**config.mk**
```make
export PLATFORM = sky130hd
export DESIGN_NAME = tlbp_array
export DESIGN_NICKNAME = d
export VERILOG_FILES = /design/src/rtl/tlbp_pkg.sv /design/src/rtl/tlbp_entry.sv /design/src/rtl/tlbp_pick.sv /design/src/rtl/tlbp_array.sv
export SDC_FILE = /design/constraint.sdc
export NUM_CORES = 2
export LEC_CHECK = 0
export BUFFER_PORTS_ARGS = -buffer_cell sky130_fd_sc_hd__buf_2
export CORE_UTILIZATION = 50
export CTS_CLUSTER_SIZE = 40
export DETAILED_ROUTE_END_ITERATION = 12
export GPL_ROUTABILITY_DRIVEN = 0
export PLACE_DENSITY = 0.66
export SKIP_LAST_GASP = 1
export SLEW_MARGIN = 20
export SYNTH_ARGS = -nofsm -noshare
export SYNTH_HDL_FRONTEND = slang
export SYNTH_SLANG_ARGS = --single-unit
```
**constraint.sdc**
```tcl
create_clock -name clk -period 20.5 [get_ports clk]
set_input_delay 4.1 -clock clk [delete_from_list [all_inputs] [get_ports clk]]
set_output_delay 4.1 -clock clk [all_outputs]
set_load 0.01 [all_outputs]
```
**src/rtl/tlbp_pkg.sv**
```systemverilog
package tlbp_pkg;

  // low word bit positions (fixed layout, decoded by the write port)
  localparam int LO_G   = 0;
  localparam int LO_V   = 1;
  localparam int LO_D   = 2;
  localparam int LO_C   = 3;
  localparam int LO_PFN = 6;
  localparam int CATTR_W = 3;
  localparam int NPORT = 2;   // translate + probe

  typedef logic [CATTR_W-1:0] cattr_t;

  typedef struct packed {
    cattr_t c;
    logic   d;
    logic   v;
  } pflags_t;

endpackage

```
**src/rtl/tlbp_entry.sv**
```systemverilog
module tlbp_entry
  import tlbp_pkg::*;
#(
  parameter int VPN_W  = 19,
  parameter int PFN_W  = 20,
  parameter int ASID_W = 8
) (
  input  logic              clk,
  input  logic              rst,
  input  logic              flush,
  input  logic              we,
  input  logic [VPN_W-1:0]  w_vpn,
  input  logic [VPN_W-1:0]  w_mask,
  input  logic [ASID_W-1:0] w_asid,
  input  logic [PFN_W-1:0]  w_pfn0,
  input  logic [PFN_W-1:0]  w_pfn1,
  input  pflags_t           w_f0,
  input  pflags_t           w_f1,
  input  logic              w_g,
  input  logic [VPN_W-1:0]  q_vpn  [NPORT],
  input  logic [ASID_W-1:0] q_asid [NPORT],
  output logic [NPORT-1:0]  q_hit,
  output logic [PFN_W-1:0]  e_pfn0,
  output logic [PFN_W-1:0]  e_pfn1,
  output pflags_t           e_f0,
  output pflags_t           e_f1,
  output logic              e_g
);

  logic              live_q;
  logic [VPN_W-1:0]  vpn_q;
  logic [VPN_W-1:0]  mask_q;
  logic [ASID_W-1:0] asid_q;

  // presence flag: the only state that needs a reset
  always_ff @(posedge clk) begin
    if (rst || flush) live_q <= 1'b0;
    else if (we)      live_q <= 1'b1;
  end

  // payload: plain registers, no reset
  always_ff @(posedge clk) begin
    if (we && !flush) begin
      vpn_q  <= w_vpn;
      mask_q <= w_mask;
      asid_q <= w_asid;
      e_pfn0 <= w_pfn0;
      e_pfn1 <= w_pfn1;
      e_f0   <= w_f0;
      e_f1   <= w_f1;
      e_g    <= w_g;
    end
  end

  // one comparator per search port
  for (genvar p = 0; p < NPORT; p++) begin : g_cmp
    logic vpn_eq;
    logic tag_ok;
    assign vpn_eq   = ((q_vpn[p] ^ vpn_q) & ~mask_q) == '0;
    assign tag_ok   = e_g || (q_asid[p] == asid_q);
    assign q_hit[p] = live_q && vpn_eq && tag_ok;
  end

endmodule

```
**src/rtl/tlbp_pick.sv**
```systemverilog
module tlbp_pick #(
  parameter int N     = 16,
  parameter int IDX_W = 4
) (
  input  logic [N-1:0]     req,
  output logic             any,
  output logic [IDX_W-1:0] idx
);

  // scan from the top so the lowest set bit is the last one kept
  always_comb begin
    idx = '0;
    for (int i = N - 1; i >= 0; i--) begin
      if (req[i]) idx = IDX_W'(i);
    end
  end

  assign any = |req;

endmodule

```
**src/rtl/tlbp_array.sv**
```systemverilog
module tlbp_array
  import tlbp_pkg::*;
#(
  parameter int ENTRIES = 16,
  parameter int VPN_W   = 19,
  parameter int PFN_W   = 20,
  parameter int ASID_W  = 8,
  localparam int IDX_W  = (ENTRIES > 1) ? $clog2(ENTRIES) : 1,
  localparam int WIDX_W = IDX_W + 1,
  localparam int LO_W   = PFN_W + LO_PFN,
  localparam int HI_W   = VPN_W + ASID_W
) (
  input  logic              clk,
  input  logic              rst,
  input  logic [VPN_W-1:0]  tr_vpn,
  input  logic [ASID_W-1:0] tr_asid,
  input  logic              tr_odd,
  output logic              tr_hit,
  output logic [IDX_W-1:0]  tr_idx,
  output logic [PFN_W-1:0]  tr_pfn,
  output logic [2:0]        tr_cattr,
  output logic              tr_dirty,
  output logic              tr_valid,
  output logic              tr_global,
  input  logic [VPN_W-1:0]  pb_vpn,
  input  logic [ASID_W-1:0] pb_asid,
  output logic [WIDX_W-1:0] pb_idx,
  input  logic              wr_en,
  input  logic [WIDX_W-1:0] wr_idx,
  input  logic [HI_W-1:0]   wr_hi,
  input  logic [VPN_W-1:0]  wr_mask,
  input  logic [LO_W-1:0]   wr_lo0,
  input  logic [LO_W-1:0]   wr_lo1,
  input  logic              flush
);

  localparam int PT = 0;   // translate port number
  localparam int PP = 1;   // probe port number

  // ---------------- write decode ----------------
  logic [VPN_W-1:0]  w_vpn;
  logic [ASID_W-1:0] w_asid;
  logic [PFN_W-1:0]  w_pfn0, w_pfn1;
  pflags_t           w_f0, w_f1;
  logic              w_g;
  logic              w_ok;
  logic [ENTRIES-1:0] we_vec;

  assign w_vpn  = wr_hi[HI_W-1:ASID_W];
  assign w_asid = wr_hi[ASID_W-1:0];
  assign w_pfn0 = wr_lo0[LO_W-1:LO_PFN];
  assign w_pfn1 = wr_lo1[LO_W-1:LO_PFN];
  assign w_f0   = '{c: wr_lo0[LO_C+CATTR_W-1:LO_C], d: wr_lo0[LO_D], v: wr_lo0[LO_V]};
  assign w_f1   = '{c: wr_lo1[LO_C+CATTR_W-1:LO_C], d: wr_lo1[LO_D], v: wr_lo1[LO_V]};
  assign w_g    = wr_lo0[LO_G] & wr_lo1[LO_G];
  assign w_ok   = wr_en && !flush;

  // ---------------- entry array ----------------
  logic [VPN_W-1:0]  q_vpn  [NPORT];
  logic [ASID_W-1:0] q_asid [NPORT];

  assign q_vpn[PT]  = tr_vpn;
  assign q_asid[PT] = tr_asid;
  assign q_vpn[PP]  = pb_vpn;
  assign q_asid[PP] = pb_asid;

  logic [NPORT-1:0]   e_hit  [ENTRIES];
  logic [PFN_W-1:0]   e_pfn0 [ENTRIES];
  logic [PFN_W-1:0]   e_pfn1 [ENTRIES];
  pflags_t            e_f0   [ENTRIES];
  pflags_t            e_f1   [ENTRIES];
  logic               e_g    [ENTRIES];
  logic [ENTRIES-1:0] m_vec  [NPORT];

  for (genvar i = 0; i < ENTRIES; i++) begin : g_ent
    assign we_vec[i] = w_ok && (wr_idx == WIDX_W'(i));

    tlbp_entry #(
      .VPN_W (VPN_W),
      .PFN_W (PFN_W),
      .ASID_W(ASID_W)
    ) u_ent (
      .clk   (clk),
      .rst   (rst),
      .flush (flush),
      .we    (we_vec[i]),
      .w_vpn (w_vpn),
      .w_mask(wr_mask),
      .w_asid(w_asid),
      .w_pfn0(w_pfn0),
      .w_pfn1(w_pfn1),
      .w_f0  (w_f0),
      .w_f1  (w_f1),
      .w_g   (w_g),
      .q_vpn (q_vpn),
      .q_asid(q_asid),
      .q_hit (e_hit[i]),
      .e_pfn0(e_pfn0[i]),
      .e_pfn1(e_pfn1[i]),
      .e_f0  (e_f0[i]),
      .e_f1  (e_f1[i]),
      .e_g   (e_g[i])
    );

    for (genvar p = 0; p < NPORT; p++) begin : g_col
      assign m_vec[p][i] = e_hit[i][p];
    end
  end

  // ---------------- priority pick per port ----------------
  logic [NPORT-1:0] any;
  logic [IDX_W-1:0] sel [NPORT];

  for (genvar p = 0; p < NPORT; p++) begin : g_pick
    tlbp_pick #(
      .N    (ENTRIES),
      .IDX_W(IDX_W)
    ) u_pick (
      .req(m_vec[p]),
      .any(any[p]),
      .idx(sel[p])
    );
  end

  // ---------------- translate result mux ----------------
  logic [PFN_W-1:0] t_pfn;
  pflags_t          t_f;
  logic             t_g;

  always_comb begin
    t_pfn = '0;
    t_f   = '0;
    t_g   = 1'b0;
    for (int i = 0; i < ENTRIES; i++) begin
      if (any[PT] && sel[PT] == IDX_W'(i)) begin
        t_pfn = tr_odd ? e_pfn1[i] : e_pfn0[i];
        t_f   = tr_odd ? e_f1[i]   : e_f0[i];
        t_g   = e_g[i];
      end
    end
  end

  // ---------------- output registers ----------------
  always_ff @(posedge clk) begin
    if (rst) begin
      tr_hit    <= 1'b0;
      tr_idx    <= '0;
      tr_pfn    <= '0;
      tr_cattr  <= '0;
      tr_dirty  <= 1'b0;
      tr_valid  <= 1'b0;
      tr_global <= 1'b0;
      pb_idx    <= '1;
    end else begin
      tr_hit    <= any[PT];
      tr_idx    <= any[PT] ? sel[PT] : '0;
      tr_pfn    <= t_pfn;
      tr_cattr  <= t_f.c;
      tr_dirty  <= t_f.d;
      tr_valid  <= t_f.v;
      tr_global <= t_g;
      pb_idx    <= any[PP] ? {1'b0, sel[PP]} : '1;
    end
  end

endmodule

```
==> run_results.csv <==
group,metric,value,unit
run_status,status,"finished, final reports clean",
finish,num-fill-cells,10500,
cts,clk_pin_slew,0.06,ns
finish,nNetsFinal,4866,
sta,drv_slew,0,
finish,final_core_util,0.566,
logic_synthesis,async_flop_share,0,
pwr,p_comb_frac,0.054,
die,start_util,0.506,
grt,busiest_layer,"met2",
critical_path,ff2ff_path_depth,14,
grt,gr-total-overflow,0,
route,drc,0,
logic_synthesis,ys_warn_count,0,
cts,cts_resized,0,
run,max_cap_viol_count,0,
placed_design,portBuffers,197,
pwr,pwr-share-clk,0.418,
sta,fin_skew,0.0337,ns
placed_design,dpl.hpwl,129,mm
grt,grt_use_met3,0.0739,
logic_synthesis,synth-seq-cells,1604,
critical_path,r2r_start,"g_ent[15].u_ent.vpn_q[9]",
die,core_area,136000,µm²
sta,slew_headroom,0.186,
critical_path,crit_path_end_kind,"register",
route,drtAntennaViolNets,0,
finish,final_common_cell,"edfxtp_1",
die,pin_count,198,
pwr,swShare,0.218,
sta,rsz0062_at_grt,"false",
critical_path,crit_type,"in2reg",
sta,worstMarginPinSlew,1.22,ns
worst_hold_path,hp-class,"reg2reg",
route,detail_route.wl_per_cell,32.8,µm
die,die_area,139000,µm²
worst_hold_path,hp-start,"g_ent[14].u_ent.live_q",
cts,cts_tree,"done",
critical_path,cp_data_arrival_time,10.39,ns
grt,grt_max_degree,84,
sta,fin_tns_setup,0,ns
finish,layout_common_cells,"edfxtp_1 (1552), xnor2_1 (696), o22ai_1 (328)",
route,vias,42700,
cts,hold_buffers,0,
sta,post-route-min-period,9.74,ns
sta,fmax,103,MHz
die,dieWidth,373,µm
logic_synthesis,synth_edf_count,1552,
grt,antenna_found_initial,33,
logic_synthesis,synth-seq-area-share,0.693,
logic_synthesis,synthDistinctLibCells,81,
logic_synthesis,synth_cells,4481,
critical_path,cp.required,21.15,ns
finish,area_growth,11.9,%
logic_synthesis,synth.cell_area,68800,µm²
route,dr.pass1.iters,6,
cts,cts_buffers,162,
die,rows,135,
pwr,power.switching,1.50,mW
cts,post_cts_buffers,0,
sta,setup_viol,0,
grt,track_usage,0.308,
grt,grt_pass1_vias,40800,
critical_path,cp_max_fo,55,
cts,htree_levels,4,
cts,cts_root_buffer,"clkbuf_16",
pwr,p_int,5.38,mW
pwr,p_leak,24.4,nW
pwr,power_frac_seq,0.527,
finish,final_layout_size_suffix_gt1_frac,0.134,
grt,use_met1,0.435,
sta,final_hold_viol_count,0,
pwr,peakVddDrop,0.0881,mV
worst_hold_path,hold_end,"g_ent[14].u_ent.live_q",
cts,cts.sinks,1604,
critical_path,worstSetupStartpointType,"primary input",
critical_path,r2r-end,"tr_pfn[0]",
grt,gr-usage-met2,0.466,
route,vias_per_cell,6.44,
logic_synthesis,synthFlopType,"edfxtp_1",
logic_synthesis,synthesis.nets,4643,
route,wirelength,217,mm
worst_hold_path,worstHoldPathCells,1,
critical_path,r2r_slack,14.38,ns
grt,grt_pass1_wl,303,mm
route,dr.first_iter.drc_count,6549,
sta,timing.final.crit_share,0.475,
pwr,p_per_area,89.4,nW/µm²
cts,cts.path.max_buffers,3,
die,die-height,373,µm
cts,clk_latency,0.80,ns
logic_synthesis,avgSynthCellArea,15.3,µm²
worst max-delay path by stage:
| stage | from | to | slack (ns) | cells past startpoint |
|---|---|---|---|---|
| CTS | tr_vpn[6] | tr_pfn[0] | 10.80 | 14 |
| floorplan | flush | g_ent[0].u_ent.asid_q[0] | 8.59 | 3 |
| finish | tr_vpn[18] | tr_pfn[0] | 10.76 | 15 |
| global route | tr_vpn[6] | tr_pfn[5] | 10.66 | 14 |
| global placement | tr_vpn[18] | tr_pfn[1] | 10.22 | 13 |
| detailed placement | tr_vpn[6] | tr_pfn[5] | 9.97 | 14 |
flip-flops by register name, indices dropped and copies added (netlist names):
register / flops
pb_idx: 5
tr_pfn: 20
g_ent.u_ent.asid_q: 128
g_ent.u_ent.e_pfn1: 320
g_ent.u_ent.live_q: 16
g_ent.u_ent.mask_q: 304
tr_valid: 1
g_ent.u_ent.e_f1: 80
tr_hit: 1
tr_global: 1
g_ent.u_ent.e_f0: 80
tr_cattr: 3
g_ent.u_ent.vpn_q: 304
g_ent.u_ent.e_g: 16
tr_dirty: 1
g_ent.u_ent.e_pfn0: 320
tr_idx: 4
cell usage after synthesis, drive strengths merged, types with 13 or more instances:
library cell	n	area, µm²
a21oi	74	378
mux4	20	450
nor3	83	415
xnor2	696	6100
nand2	59	221
nand4b	13	114
a31oi	16	100
o21ai	109	546
mux2i	274	2740
nor4	123	797
xor2	168	1470
buf	108	644
o221ai	15	131
o21a	24	180
nand4	26	163
nand3	42	210
nor2	227	857
clkbuf	120	450
dfxtp	52	1040
a221oi	15	138
edfxtp	1552	46600
nor2b	13	81.3
mux2	72	811
a211oi	30	238
o22ai	328	2050
o41ai	13	114
a2111oi	26	238
or4	30	233
o22a	17	149
cell families (layout without fill, tap and decap cells):
logic type / Yosys count / in the layout / share of synthesized area
other: 0 / 8 / 0
flip-flops: 1604 / 1604 / 0.693
XOR/XNOR: 864 / 864 / 0.110
AO/OA/AOI/OAI: 754 / 754 / 0.0730
AND/OR/NAND/NOR: 661 / 661 / 0.0496
multiplexers: 366 / 366 / 0.0582
buffers and inverters: 232 / 587 / 0.0161
per-layer routing:
layer	up-vias	wire [µm]
met5	-	183
met4	18	8860
met3	548	27100
met2	2855	96900
met1	21400	84200
li1	17800	-
worst max-delay path, cell delays in order:
cell and delay (ns):
buf_2 0.75, xnor2_1 0.19, o22ai_1 0.11, nor4_1 0.64, o21ai_0 0.36, nor3_1 0.63, o31ai_2 0.27, a211oi_4 0.25
buf_4 0.32, or2_4 0.45, buf_4 0.64, nand2_1 0.72, o21ai_0 0.33, a2111oi_0 0.10, a2111oi_0 0.45
power groups by stage:
stage / clock, mW / sequential (mW) / combinational [mW]
4_1_cts: 2.90 / 3.63 / 0.365
2_1_floorplan: 0 / 3.69 / 0.199
3_3_place_gp: 0 / 3.69 / 0.362
5_1_grt: 3.02 / 3.63 / 0.386
6_report: 2.88 / 3.63 / 0.375
3_5_place_dp: 0 / 3.69 / 0.364
stage by stage:
stage | cells | total power, mW | hold WS [ns] | cell area [µm²] | setup slack (ns)
floorplan | 4481 | 3.89 | 0.450 | 68800 | 8.59
global placement | 6318 | 4.06 | 0.462 | 71700 | 10.22
detailed placement | 6319 | 4.06 | 0.472 | 71700 | 9.97
CTS | 6615 | 6.89 | 0.486 | 76800 | 10.80
global route | 6617 | 7.03 | 0.520 | 76900 | 10.66
finish | 6625 | 6.88 | 0.489 | 76900 | 10.76
final cells by class:
class                      instances  area (µm²)  share of cell area
tap                             1781        2230              0.0290
sequential                      1604       47600               0.619
clock inverter                    52         488             0.00634
multi-input combinational       2645       20200               0.263
timing repair buffer             287        1720              0.0224
inverter                           4        15.0            0.000195
clock buffer                     244        4610              0.0599
antenna                            8        20.0            0.000260
No activity file was read; power rests on OpenSTA's default activity.
